<file path="src/rtl/sdram_seq_pkg.sv">
package sdram_seq_pkg;
  localparam int MAX_CL = 3;

  typedef enum logic [1:0] {
    CMD_NOP   = 2'd0,
    CMD_MODE  = 2'd1,
    CMD_READ  = 2'd2,
    CMD_WRITE = 2'd3
  } cmd_e;

  typedef struct packed {
    logic [1:0] len_lg;     // log2 of burst length
    logic       interleave; // 1 = interleaved ordering
    logic [1:0] cas;        // read latency in clocks (2 or 3)
    logic       single_wr;  // 1 = writes are one beat
  } mode_t;
endpackage

</file>
<file path="src/rtl/sdram_mode_reg.sv">
module sdram_mode_reg
  import sdram_seq_pkg::*;
#(
  parameter int ADDR_W = 12
) (
  input  logic              clk,
  input  logic              rst,
  input  logic              load_i,
  input  logic [ADDR_W-1:0] addr_i,
  output mode_t             mode_o
);
  logic len_ok, cas_ok;

  assign len_ok = (addr_i[2] == 1'b0);
  assign cas_ok = (addr_i[6:4] == 3'b010) || (addr_i[6:4] == 3'b011);

  always_ff @(posedge clk) begin
    if (rst) begin
      mode_o.len_lg     <= 2'd0;
      mode_o.interleave <= 1'b0;
      mode_o.cas        <= 2'd3;
      mode_o.single_wr  <= 1'b0;
    end else if (load_i) begin
      if (len_ok) mode_o.len_lg <= addr_i[1:0];
      mode_o.interleave <= addr_i[3];
      if (cas_ok) mode_o.cas <= addr_i[5:4];
      mode_o.single_wr <= addr_i[9];
    end
  end
endmodule

</file>
<file path="src/rtl/sdram_burst_gen.sv">
module sdram_burst_gen
  import sdram_seq_pkg::*;
#(
  parameter int COL_W  = 10,
  parameter int BANK_W = 2
) (
  input  logic              clk,
  input  logic              rst,
  input  logic [1:0]        cmd_i,
  input  logic [BANK_W-1:0] bank_i,
  input  logic [COL_W-1:0]  col_i,
  input  logic              dqm_i,
  input  mode_t             mode_i,
  output logic              col_valid_o,
  output logic [COL_W-1:0]  col_o,
  output logic [BANK_W-1:0] bank_o,
  output logic              col_wr_o,
  output logic              wr_en_o
);
  localparam int CNT_W = 3;

  logic             active;
  logic [CNT_W-1:0] cnt, last_q, new_last;
  logic             il_q;
  logic [COL_W-1:0] start_q;
  logic             is_rw, is_wr;

  assign is_wr    = (cmd_e'(cmd_i) == CMD_WRITE);
  assign is_rw    = is_wr || (cmd_e'(cmd_i) == CMD_READ);
  assign new_last = (is_wr && mode_i.single_wr) ? '0
                  : CNT_W'((4'd1 << mode_i.len_lg) - 4'd1);

  function automatic logic [COL_W-1:0] beat_col(
    input logic [COL_W-1:0] s, input logic [CNT_W-1:0] k,
    input logic [CNT_W-1:0] lst, input logic il);
    logic [COL_W-1:0] m, kk;
    m  = {{(COL_W-CNT_W){1'b0}}, lst};
    kk = {{(COL_W-CNT_W){1'b0}}, k};
    if (il) beat_col = (s & ~m) | ((s ^ kk) & m);
    else    beat_col = (s & ~m) | ((s + kk) & m);
  endfunction

  always_ff @(posedge clk) begin
    if (rst) begin
      active      <= 1'b0;
      cnt         <= '0;
      last_q      <= '0;
      il_q        <= 1'b0;
      start_q     <= '0;
      col_valid_o <= 1'b0;
      col_o       <= '0;
      bank_o      <= '0;
      col_wr_o    <= 1'b0;
      wr_en_o     <= 1'b0;
    end else if (is_rw) begin
      start_q     <= col_i;
      bank_o      <= bank_i;
      col_wr_o    <= is_wr;
      il_q        <= mode_i.interleave;
      last_q      <= new_last;
      cnt         <= CNT_W'(1);
      active      <= (new_last != '0);
      col_valid_o <= 1'b1;
      col_o       <= col_i;
      wr_en_o     <= is_wr && !dqm_i;
    end else if (active) begin
      col_o       <= beat_col(start_q, cnt, last_q, il_q);
      cnt         <= cnt + CNT_W'(1);
      active      <= (cnt != last_q);
      col_valid_o <= 1'b1;
      wr_en_o     <= col_wr_o && !dqm_i;
    end else begin
      col_valid_o <= 1'b0;
      wr_en_o     <= 1'b0;
    end
  end
endmodule

</file>
<file path="src/rtl/sdram_rd_pipe.sv">
module sdram_rd_pipe #(
  parameter int MAX_CL = 3
) (
  input  logic       clk,
  input  logic       rst,
  input  logic       beat_i,
  input  logic       dqm_i,
  input  logic [1:0] cas_i,
  output logic       rd_valid_o,
  output logic       rd_oe_o
);
  localparam int NT = MAX_CL - 1;
  localparam int SW = (NT > 1) ? $clog2(NT) : 1;

  logic [NT-1:0] taps;
  logic [NT-1:1] sh;
  logic [SW-1:0] sel;
  logic          dqm_q, pre;

  assign taps = {sh, beat_i};
  assign sel  = SW'(cas_i - 2'd2);
  assign pre  = taps[sel];

  always_ff @(posedge clk) begin
    if (rst) begin
      sh         <= '0;
      dqm_q      <= 1'b0;
      rd_valid_o <= 1'b0;
      rd_oe_o    <= 1'b0;
    end else begin
      sh         <= taps[NT-2:0];
      dqm_q      <= dqm_i;
      rd_valid_o <= pre;
      rd_oe_o    <= pre && !dqm_q;
    end
  end
endmodule

</file>
<file path="src/rtl/sdram_burst_seq.sv">
module sdram_burst_seq
  import sdram_seq_pkg::*;
#(
  parameter int ADDR_W = 12,
  parameter int COL_W  = 10,
  parameter int BANK_W = 2
) (
  input  logic              clk,
  input  logic              rst,
  input  logic [1:0]        cmd_i,
  input  logic [BANK_W-1:0] bank_i,
  input  logic [ADDR_W-1:0] addr_i,
  input  logic              dqm_i,
  output logic              col_valid_o,
  output logic [COL_W-1:0]  col_o,
  output logic [BANK_W-1:0] bank_o,
  output logic              col_wr_o,
  output logic              wr_en_o,
  output logic              rd_valid_o,
  output logic              rd_oe_o
);
  mode_t mode;
  logic  rd_beat;

  sdram_mode_reg #(.ADDR_W(ADDR_W)) u_mode (
    .clk(clk), .rst(rst),
    .load_i(cmd_e'(cmd_i) == CMD_MODE),
    .addr_i(addr_i), .mode_o(mode)
  );

  sdram_burst_gen #(.COL_W(COL_W), .BANK_W(BANK_W)) u_gen (
    .clk(clk), .rst(rst), .cmd_i(cmd_i), .bank_i(bank_i),
    .col_i(addr_i[COL_W-1:0]), .dqm_i(dqm_i), .mode_i(mode),
    .col_valid_o(col_valid_o), .col_o(col_o), .bank_o(bank_o),
    .col_wr_o(col_wr_o), .wr_en_o(wr_en_o)
  );

  assign rd_beat = col_valid_o && !col_wr_o;

  sdram_rd_pipe #(.MAX_CL(MAX_CL)) u_rd (
    .clk(clk), .rst(rst), .beat_i(rd_beat), .dqm_i(dqm_i),
    .cas_i(mode.cas), .rd_valid_o(rd_valid_o), .rd_oe_o(rd_oe_o)
  );
endmodule

</file>
<file path="config.mk">
export PLATFORM = sky130hd
export DESIGN_NAME = sdram_burst_seq
export DESIGN_NICKNAME = d
export VERILOG_FILES = /design/src/rtl/sdram_seq_pkg.sv /design/src/rtl/sdram_mode_reg.sv /design/src/rtl/sdram_burst_gen.sv /design/src/rtl/sdram_rd_pipe.sv /design/src/rtl/sdram_burst_seq.sv
export SDC_FILE = /design/constraint.sdc
export NUM_CORES = 1
export LEC_CHECK = 0
export BUFFER_PORTS_ARGS = -buffer_cell sky130_fd_sc_hd__buf_2
export CELL_PAD_IN_SITES_DETAIL_PLACEMENT = 0
export CELL_PAD_IN_SITES_GLOBAL_PLACEMENT = 2
export CORE_MARGIN = 1.5
export CORE_UTILIZATION = 29
export DETAILED_ROUTE_END_ITERATION = 10
export HOLD_SLACK_MARGIN = 0.15
export PLACE_DENSITY_LB_ADDON = 0.08
export REMOVE_ABC_BUFFERS = 1
export SLEW_MARGIN = 5
export SYNTH_ARGS = -nofsm -noshare
export SYNTH_HDL_FRONTEND = slang
export SYNTH_SLANG_ARGS = --single-unit
</file>
<file path="constraint.sdc">
create_clock -name clk -period 1.5 [get_ports clk]
set_input_delay 0.3 -clock clk [delete_from_list [all_inputs] [get_ports clk]]
set_output_delay 0.3 -clock clk [all_outputs]
set_load 0.005 [all_outputs]
</file>
==> out/qor.txt, run 1 <==
Status - finished with violations
Failing checks - negative setup slack
Gr usage total - 12.6%
Fraction of layout cells with a size suffix above 1 - 26.6%
Ant diodes - 0
Commonest non-fill, non-tap cells in the layout - 40 x dfxtp_1, 35 x nor2_1, 33 x buf_2
MaxCap Viol Count - 0
Core ar. - 0.00585 mm²
Vias in the first global route - 1256
Largest family of logic cells by synthesized area - simple AND/OR/NAND/NOR gates
Via/cell ratio - 4.58
Placed cell areas - 0.00203 mm²
Crit path buf inv count - 0
Crit-path leading delay family - adder cells
CTS Root Cell - clkbuf_8
Grt ovf - 0
Cells on worst reg2reg path - 6
P_leak - 0.943 nW
Die Y - 80.6 µm
CP Class - reg2reg
Post-synth EDFFs - 0
Synthesis Warnings - 0
Endpoints failing setup - 1
Mapped Cells - 181
Crit path required time - 1.71 ns
Start point of the worst hold path - dqm_i
Num CTS Buffers - 5
Max Root-Sink Buffers - 2
First-pass GRT wire length - 5980 µm
Hold WS - 0.178 ns
Sequential share of the synthesized area - 48.2%
Dpl ws - -0.173 ns
Initial DRC Count - 49
Synth unique cells - 35
Worst Hold Path EP - u_gen.wr_en_o
Final #Nets - 244
Post-synth top flop - dfxtp_1
DR DRC count - 0
DR pass1 iterations - 4
Fin crit period - 1.53 ns
Total power - 2.19 mW
Largest net degree at the start of global routing - 28
CP max-delay cell - fa_2
CTS clock-pin slew for the worst setup and hold paths - 0.08 ns
Fin cells - 297
Worst min path class - in2reg
Final Cell Area - 0.00214 mm²
CTS Sinks - 42
Yosys reg bits - 42
Fin util - 36.6%
Slew @ Worst Pin - 0.500 ns
Avg Cell Area, Syn - 9.64 µm²
Max transition margin - 66.6%
Maximum vdd ir drop - 0.000534 V
Worst path cell trace - ha_4, fa_2, mux2i_1, nand2_1, o211ai_1, a221oi_2
CP Launch Type - flip-flop
Hold path cells - 2
Adder-cell share of the synthesized area - 3.30%
CP max FO - 2
Cell Rows - 28
Worst setup EP type - flip-flop
XOR/XNOR Fraction of Synth Area - 3.01%
Post-synthesis simple-gate area fraction - 15.6%
Antenna violations before repair - 0
Fmax - 652 MHz
RR Endpoint - u_gen.col_o[1]
Final Hold Vio Count - 0
Total wire length - 3780 µm
Dpl cells - 289
Post-synthesis mux area share - 15.5%
Drt wl/cell - 12.7 µm
RSZ-0062 raised after global routing - true
Worst-Skew Late Latency - 0.29 ns
Final worst setup slack - -0.0342 ns
Setup_tns - -0.0342 ns
Commonest non-fill, non-tap cell in the layout - dfxtp_1
Die area - 0.00649 mm²
Clk_skew - 0.00347 ns
Die Width - 80.6 µm
Buffers added on ports - 33
R2r startpoint - u_gen.cnt[0]
Fillers - 628
GPL Wtd Cong - 0.748
R2R setup slack - -0.03 ns
Synthesized area - 0.00175 mm²
# IOs - 36
P per Cell Area - 1020 mW/mm²
Fin. max-slew vios - 0
Hpwl dp - 2710 µm
CP Data Arrival Time - 1.74 ns
Remaining antenna violation count - 0
Initial Util - 29.8%
CTS tree - yes
Largest stage delay, worst path - 0.51 ns
Routed via count - 1361
Synth Area in Compound Gates - 9.68%
Area Growth Syn to Fin - 22.8%
Asr flop ratio synth - 0%
Fin crit share - 102%
CTS H-tree lvls - 2
==> layout make-up <==
cell class	instances	area (µm²)	area share, %
Clock buffer	7	86.3	4.03
Timing Repair Buffer	44	260	12.1
Tap cell	75	93.8	4.38
Clock inverter	1	5.00	0.234
Inverter	3	11.3	0.525
Multi-Input combinational cell	125	843	39.3
Sequential cell	42	843	39.3
==> cell usage after synthesis (all sizes together) (2+ instances only) <==
master   n  share of area [%]
a21oi   17                5.1
buf     10                3.9
dfxtp   42                 48
ha       3                2.2
inv      3               0.65
mux2i   27                 15
nand2   10                2.2
nand2b   2               0.72
nand3    2               0.57
nor2    35                7.5
nor2b    2               0.72
nor3     3               0.86
nor3b    2                1.1
o21ai    3               0.86
xnor2    2                1.0
xor2     4                2.0
==> worst register-to-register path, delay by kind of cell, from the launching register on <==
| family | cells | cell delay (ns) |
|---|---|---|
| DFF | 1 | 0.34 |
| AOI/OAI and AO/OA | 2 | 0.32 |
| and+or+nand+nor | 1 | 0.07 |
| muxes | 1 | 0.07 |
| adders and majority gates | 2 | 0.66 |
==> how the worst max path moves through the flow <==
stage	startpoint	endpoint	slack [ns]	cells past startpoint
CTS	u_gen.cnt[0]	u_gen.col_o[1]	-0.07	6
detailed placement	u_gen.start_q[0]	u_gen.col_o[2]	-0.17	6
global route	u_gen.start_q[0]	u_gen.col_o[1]	-0.17	6
floorplan	u_gen.cnt[0]	u_gen.col_o[2]	-0.08	6
finish	u_gen.cnt[0]	u_gen.col_o[1]	-0.03	6
global placement	u_gen.start_q[0]	u_gen.col_o[2]	-0.15	6
==> where the power goes <==
part	internal [mW]	total (mW)	switching, mW	leakage, nW
Sequential	1.17	1.20	0.0297	0.345
Clock	0.372	0.749	0.377	0.0482
Combinational	0.116	0.241	0.125	0.549
Total	1.66	2.19	0.532	0.943
==> repair_timing <==
item                                    in CTS  in global routing
resized for setup                            6                  1
buffers inserted                             0                  0
pin swaps                                    5                  1
hold buffers                                 0                  0
endpoints found under the setup margin       2                  2
==> layer usage <==
metal	wire length (µm)	global-route usage (%)	part of all wire, %
met5	0	0	0
met4	57	5.69	1.5
met3	157	3.52	4.2
met2	1740	20.8	46
met1	1830	15.0	48
==> cell families after synthesis <==
logic type                 Yosys count
adders and majority gates            4
xor gates and xnor gates             6
muxes                               27
DFF                                 42
and+or+nand+nor                     60
buffers and inverters               14
AOI/OAI and AO/OA                   28
==> state kept, by name, indices dropped and copies added, names as in the netlist, 2 cells and up <==
name and cells:
u_gen.bank_o 2, u_gen.start_q 10, u_mode.mode_o 5, u_gen.cnt 3, u_gen.last_q 3, u_gen.col_o 10
No activity file was read; power rests on OpenSTA's default activity.
==> inputs of run 2 (changes only) <==
Settings changed: ABC_AREA set to 1, CORE_UTILIZATION 29 to 27.
==> out/qor.txt, run 2 <==
Worst setup EP type - flip-flop
CP max FO - 2 (unchanged)
Fin. max-slew vios - 0 (unchanged)
Drt wl/cell - 12.6 µm (-0.66%)
Gate power share - 10.8% (-0.2 points)
Synthesized area - 0.00162 mm² (-7.0%)
CTS Root Cell - clkbuf_8
Clk_skew - 0.00682 ns (+0.00335 ns)
Buffers added on ports - 33 (unchanged)
DR DRC count - 0 (unchanged)
Die Y - 80.5 µm (about the same)
Synthesis Warnings - 0 (unchanged)
Final Hold Vio Count - 0 (unchanged)
Synth unique cells - 23 (-34%)
Fmax - 708 MHz (+8.7%)
DR pass1 iterations - 4 (unchanged)
Largest net degree at the start of global routing - 23 (-18%)
First-pass GRT wire length - 6540 µm (+9.5%)
RSZ-0062 raised after global routing - false
Top routing layer used - met4
Asr flop ratio synth - 0% (unchanged)
Worst-Skew Late Latency - 0.30 ns (about the same)
Die Width - 80.5 µm (about the same)
Top post-synthesis cells by count - 42 x dfxtp_1, 37 x nand2_1, 22 x nor2_1, 21 x o21ai_0, 19 x a21oi_1
Flop pwr share - 54.8% (about the same)
Synth area leader - dfxtp_1
Top Registers - u_gen.col_o x10, u_gen.start_q x10, u_mode.mode_o x5
Core ar. - 0.00585 mm² (unchanged)
Slew @ Worst Pin - 0.314 ns (-0.186 ns)
Synth top area cells - dfxtp_1 52%, nand2_1 8.6%, o21ai_0 6.5%
Total wire length - 4030 µm (+6.7%)
Vias in the first global route - 1349 (+7.4%)
MaxCap Viol Count - 0 (unchanged)
Status - finished clean
Share of the synthesized area in the top cell type - 51.8% (+3.6 points)
Sw frac - 25.0% (+0.69 points)
Maximum vdd ir drop - 0.000395 V (-26%)
Area Growth Syn to Fin - 23.7%
Hold WS - 0.203 ns (+0.0253 ns)
P_leak - 0.919 nW (-2.5%)
Setup_tns - 0 ns (+0.0342 ns)
Grt ovf - 0 (unchanged)
Power share of the clock group - 34.4% (+0.2 points)
CP Class - reg2reg
Dpl cells - 311 (+7.6%)
Gr usage total - 13.9% (+1.3 points)
Max Root-Sink Buffers - 2 (unchanged)
Initial Util - 27.7% (-2.1 points)
Net Switching - 0.549 mW (+3.1%)
Fin cells - 319 (+7.4%)
Endpoints failing setup - 0 (-1)
CTS H-tree lvls - 2 (unchanged)
Avg Cell Area, Syn - 8.07 µm² (-16%)
Ant diodes - 0 (unchanged)
Fraction of layout cells with a size suffix above 1 - 22.5% (-4.0 points)
Met3 Wirelength - 185 µm (+18%)
Fin crit share - 94.1% (-8.2 points)
Num CTS Buffers - 5 (unchanged)
R2r startpoint - u_gen.start_q[0]
CTS Sinks - 42 (unchanged)
Post-synth EDFFs - 0 (unchanged)
# IOs - 36 (unchanged)
Hold buffers post-CTS - 0 (unchanged)
GPL Wtd Cong - 0.752 (+0.44%)
Final #Nets - 266 (+9.0%)
CTS clock-pin slew for the worst setup and hold paths - 0.08 ns (about the same)
Crit path required time - 1.73 ns (+0.02 ns)
Routed wl met2 - 1770 µm (+1.8%)
Most numerous cell in the Yosys netlist - dfxtp_1
R2R setup slack - 0.09 ns (+0.12 ns)
Cell Rows - 28 (unchanged)
CP Launch Type - flip-flop
Commonest non-fill, non-tap cells in the layout - 42 x dfxtp_1, 37 x nand2_1, 33 x buf_2
Fin crit period - 1.41 ns (-0.123 ns)
Pint - 1.64 mW (-0.66%)
CTS tree - yes
Routed via count - 1453 (+6.8%)
Mapped Cells - 201 (+11%)
Hpwl dp - 2950 µm (+8.8%)
Initial DRC Count - 61 (+24%)
Antenna violations before repair - 0 (unchanged)
Start point of the worst hold path - bank_i[0]
Sequential share of the synthesized area - 51.8% (+3.6 points)
Yosys reg bits - 42 (unchanged)
Post-synth top flop - dfxtp_1
Die area - 0.00648 mm² (-0.14%)
Launch point of the worst path - u_gen.start_q[0]
Worst min path class - in2reg
Via/cell ratio - 4.55 (-0.60%)
CP Data Arrival Time - 1.64 ns (-0.10 ns)
P per Cell Area - 1090 mW/mm² (+7.0%)
Remaining antenna violation count - 0 (unchanged)
Commonest non-fill, non-tap cell in the layout - dfxtp_1
Max transition margin - 79.0% (+12 points)
Met1 wire length - 2010 µm (+9.8%)
## run 2: per-layer routing
metal  GRT usage [%]  vias up
li1                -      740
met1            17.9      667
met2            21.3       40
met3            3.64        6
met4            6.72        0
met5               0        -
## run 2: worst max-delay path, cell delays in order, from the launching register on
cell	delay [ns]
dfxtp_1	0.32
ha_2	0.19
fa_2	0.52
nand2_1	0.05
nand3_1	0.06
o21ai_0	0.08
a21oi_1	0.13
## run 2: logic make-up (layout without fill, tap and decap cells)
group	after synthesis	in the layout	share of synthesized area (%)
buffers and inverters	25	68	6.48
flip-flops	42	42	51.8
AND/OR/NAND/NOR	79	79	20.0
multiplexers	4	4	2.47
AO/OA/AOI/OAI	44	44	14.0
XOR/XNOR	3	3	1.62
adder cells (fa/ha/maj)	4	4	3.55
## run 2: power groups by stage
stage,combinational [mW],clock (mW),sequential (mW)
5_1_grt,0.270,0.833,1.21
3_3_place_gp,0.233,0,1.23
6_report,0.237,0.754,1.20
3_5_place_dp,0.239,0,1.23
4_1_cts,0.239,0.784,1.20
2_1_floorplan,0.110,0,1.23
## run 2: final cells by class
cell class / count / area (µm²)
Multi-Input combinational cell: 134 / 682
Clock inverter: 1 / 5.00
Tap cell: 75 / 93.8
Inverter: 18 / 67.6
Sequential cell: 42 / 841
Fill cell: 646 / 3840
Clock buffer: 7 / 86.3
Timing Repair Buffer: 42 / 233
## run 2: worst paths after layout
check | endpoint | cells past startpoint
setup / recovery | u_gen.col_o[1] | 6
hold / removal | u_gen.bank_o[0] | 3
setup reg to reg | u_gen.col_o[1] | 6
hold reg to reg | u_rd.rd_oe_o | 1
## run 2: repair_timing
item | CTS | global route
setup endpoints to repair | 0 | 1
hold endpoints to repair | 0 | 0
gates resized for setup | 0 | 2
buffers inserted | 0 | 0
## run 2: through the flow
step / power [mW] / util, % / instance area [µm²] / setup WS [ns]
2_1_floorplan: 1.34 / - / 1590 / 0.136
3_3_place_gp: 1.46 / 32.7 / 1910 / 0.0518
3_5_place_dp: 1.47 / 32.7 / 1910 / 0.0570
4_1_cts: 2.23 / 34.2 / 2000 / 0.0386
5_1_grt: 2.31 / 34.3 / 2010 / 0.0149
6_report: 2.19 / 34.3 / 2010 / 0.0884
==> inputs of run 3 (changes only) <==
Settings changed: CORE_UTILIZATION 27 to 28, PLACE_DENSITY set to 0.79, PLACE_DENSITY_LB_ADDON 0.08 to not set, SYNTH_HIERARCHICAL set to 1.
==> out/qor.txt, run 3 <==
Remaining antenna violation count - 0 (unchanged)
Largest net degree at the start of global routing - 18 (-22%)
CP Data Arrival Time - 1.67 ns (+0.03 ns)
Ant diodes - 0 (unchanged)
Crit path required time - 1.69 ns (-0.04 ns)
Cells on worst reg2reg path - 9 (+3)
CTS clock-pin slew for the worst setup and hold paths - 0.08 ns (about the same)
Hold buffers post-CTS - 0 (unchanged)
Commonest non-fill, non-tap cells in the layout - 40 x dfxtp_1, 33 x buf_2, 32 x nor2_1
Initial DRC Count - 37 (-39%)
CP max FO - 2 (unchanged)
Mapped Cells - 204 (+1.5%)
Worst setup EP type - flip-flop
Fillers - 643 (-0.46%)
Synthesized area - 0.00171 mm² (+5.2%)
CP Launch Type - flip-flop
Register area - 843 µm² (+0.30%)
DR pass1 iterations - 4 (unchanged)
Placed cell areas - 0.00198 mm² (+3.6%)
Maximum vdd ir drop - 0.000440 V (+11%)
Worst path cell trace - ha_2, inv_2, fa_2, o21ai_2, nand3_1, nand2_1, nand3_1, nand2_1, inv_1
Vias in the first global route - 1299 (-3.7%)
MaxCap Viol Count - 0 (unchanged)
Initial Util - 29.0% (+1.3 points)
Area of the multi-input gates - 721 µm² (+5.7%)
Hpwl dp - 2750 µm (-6.6%)
R2r startpoint - u_gen/start_q[0]
Hold path cells - 2 (-1)
CTS tree - yes
CTS Sinks - 42 (unchanged)
Grt ovf - 0 (unchanged)
P_leak - 0.965 nW (+5.0%)
Clk_skew - 0.00660 ns (-0.000219 ns)
Max transition margin - 80.9% (+1.9 points)
Worst Hold Path EP - u_gen/wr_en_o
R2R setup slack - 0.02 ns (-0.07 ns)
Final Hold Vio Count - 0 (unchanged)
Cell Rows - 28 (unchanged)
Status - finished clean
CP max-delay cell - fa_2
Endpoints failing setup - 0 (unchanged)
GPL Wtd Cong - 0.719 (-4.3%)
Synthesis Warnings - 6 (+6)
Total power - 2.16 mW (-1.3%)
CTS Root Cell - clkbuf_8
Worst min path class - in2reg
RSZ-0062 raised after global routing - true
CTS H-tree lvls - 2 (unchanged)
Top Registers - u_gen/col_o x10, u_gen/start_q x10, u_mode/mode_o x5
Crit-path leading delay family - adder cells
Fraction of layout cells with a size suffix above 1 - 28.7% (+6.2 points)
Total wire length - 3720 µm (-7.7%)
Buffers added on ports - 33 (unchanged)
Die area - 0.00657 mm² (+1.4%)
Commonest non-fill, non-tap cell in the layout - dfxtp_1
First-pass GRT wire length - 6100 µm (-6.8%)
Final #Nets - 270 (+1.5%)
Crit path buf inv count - 2 (+2)
Worst-Skew Late Latency - 0.29 ns (about the same)
Largest stage delay, worst path - 0.35 ns (-0.17 ns)
Num CTS Buffers - 5 (unchanged)
Max Root-Sink Buffers - 2 (unchanged)
Fin crit share - 98.5% (+4.4 points)
Die Width - 81.1 µm (+0.68%)
Slew @ Worst Pin - 0.286 ns (-0.0279 ns)
Antenna violations before repair - 0 (unchanged)
Area Growth Syn to Fin - 21.6%
P per Cell Area - 1040 mW/mm² (-4.5%)
Fin. max-slew vios - 0 (unchanged)
Gr usage total - 12.5% (-1.3 points)
Avg Cell Area, Syn - 8.37 µm² (+3.6%)
Via/cell ratio - 4.25 (-6.6%)
Fin crit period - 1.48 ns (+0.0666 ns)
CP Class - reg2reg
Start point of the worst hold path - dqm_i
DR DRC count - 0 (unchanged)
Drt wl/cell - 11.6 µm (-8.6%)
RR Endpoint - u_gen/col_o[2]
Fmax - 676 MHz (-4.5%)
Post-CTS setup repair buffer count - 0 (unchanged)
Routed via count - 1370 (-5.7%)
Die Y - 81.1 µm (+0.68%)
# IOs - 36 (unchanged)
Core ar. - 0.00589 mm² (+0.60%)
Final Cell Area - 0.00208 mm² (+3.4%)
-- run 3: routing by layer --
| metal | wire, µm | global-route usage [%] | vias up |
|---|---|---|---|
| met5 | 0 | 0 | - |
| met1 | 1870 | 17.0 | 610 |
| met3 | 154 | 4.04 | 2 |
| met4 | 13 | 3.62 | 0 |
| li1 | - | - | 735 |
| met2 | 1680 | 19.0 | 23 |
-- run 3: layout make-up --
cell class                      count  share of cell area, %
Clock buffer                        6                   3.50
Clock inverter                      1                  0.362
Inverter                           28                   5.06
Multi-Input combinational cell    128                   34.7
Sequential cell                    42                   40.6
Tap cell                           75                   4.52
Timing Repair Buffer               42                   11.2
-- run 3: worst reg2reg max path, stage by stage (launching register included) --
cell and delay, ns:
dfxtp_2 0.34, ha_2 0.18, inv_2 0.04, fa_2 0.35, o21ai_2 0.16, nand3_1 0.08, nand2_1 0.06, nand3_1 0.06
nand2_1 0.07, inv_1 0.03
-- run 3: timing repair --
item | 4_1_cts | 5_1_grt
setup endpoints to repair | 2 | 2
gates resized for setup | 3 | 7
pin swaps | 0 | 3
-- run 3: how the worst max path moves through the flow --
| stage | start | end | slack (ns) | depth (start not counted) |
|---|---|---|---|---|
| 6_report | u_gen/start_q[0] | u_gen/col_o[2] | 0.02 | 9 |
| 5_1_grt | u_gen/cnt[0] | u_gen/col_o[1] | -0.11 | 8 |
| 4_1_cts | u_gen/start_q[0] | u_gen/col_o[2] | 0.01 | 9 |
| 3_5_place_dp | u_gen/start_q[0] | u_gen/col_o[2] | -0.05 | 9 |
| 3_3_place_gp | u_gen/cnt[0] | u_gen/col_o[2] | -0.03 | 9 |
| 2_1_floorplan | u_gen/cnt[0] | u_gen/col_o[2] | -0.03 | 9 |
-- run 3: power by group --
part / internal [mW] / switching [mW] / total, mW
clock network: 0.319 / 0.375 / 0.694
logic: 0.113 / 0.148 / 0.261
registers: 1.18 / 0.0310 / 1.21
total: 1.61 / 0.554 / 2.16
-- run 3: metrics by stage --
step	setup slack (ns)	std cells	utilization [%]	hold slack (ns)	setup TNS [ns]
finish	0.0218	322	35.3	0.190	0
global route	-0.107	322	35.3	0.182	-0.191
CTS	0.0144	322	35.1	0.181	0
detailed placement	-0.0538	315	33.7	0.386	-0.0538
global placement	-0.0278	315	33.7	0.384	-0.0278
floorplan	-0.0337	198	-	0.369	-0.0337
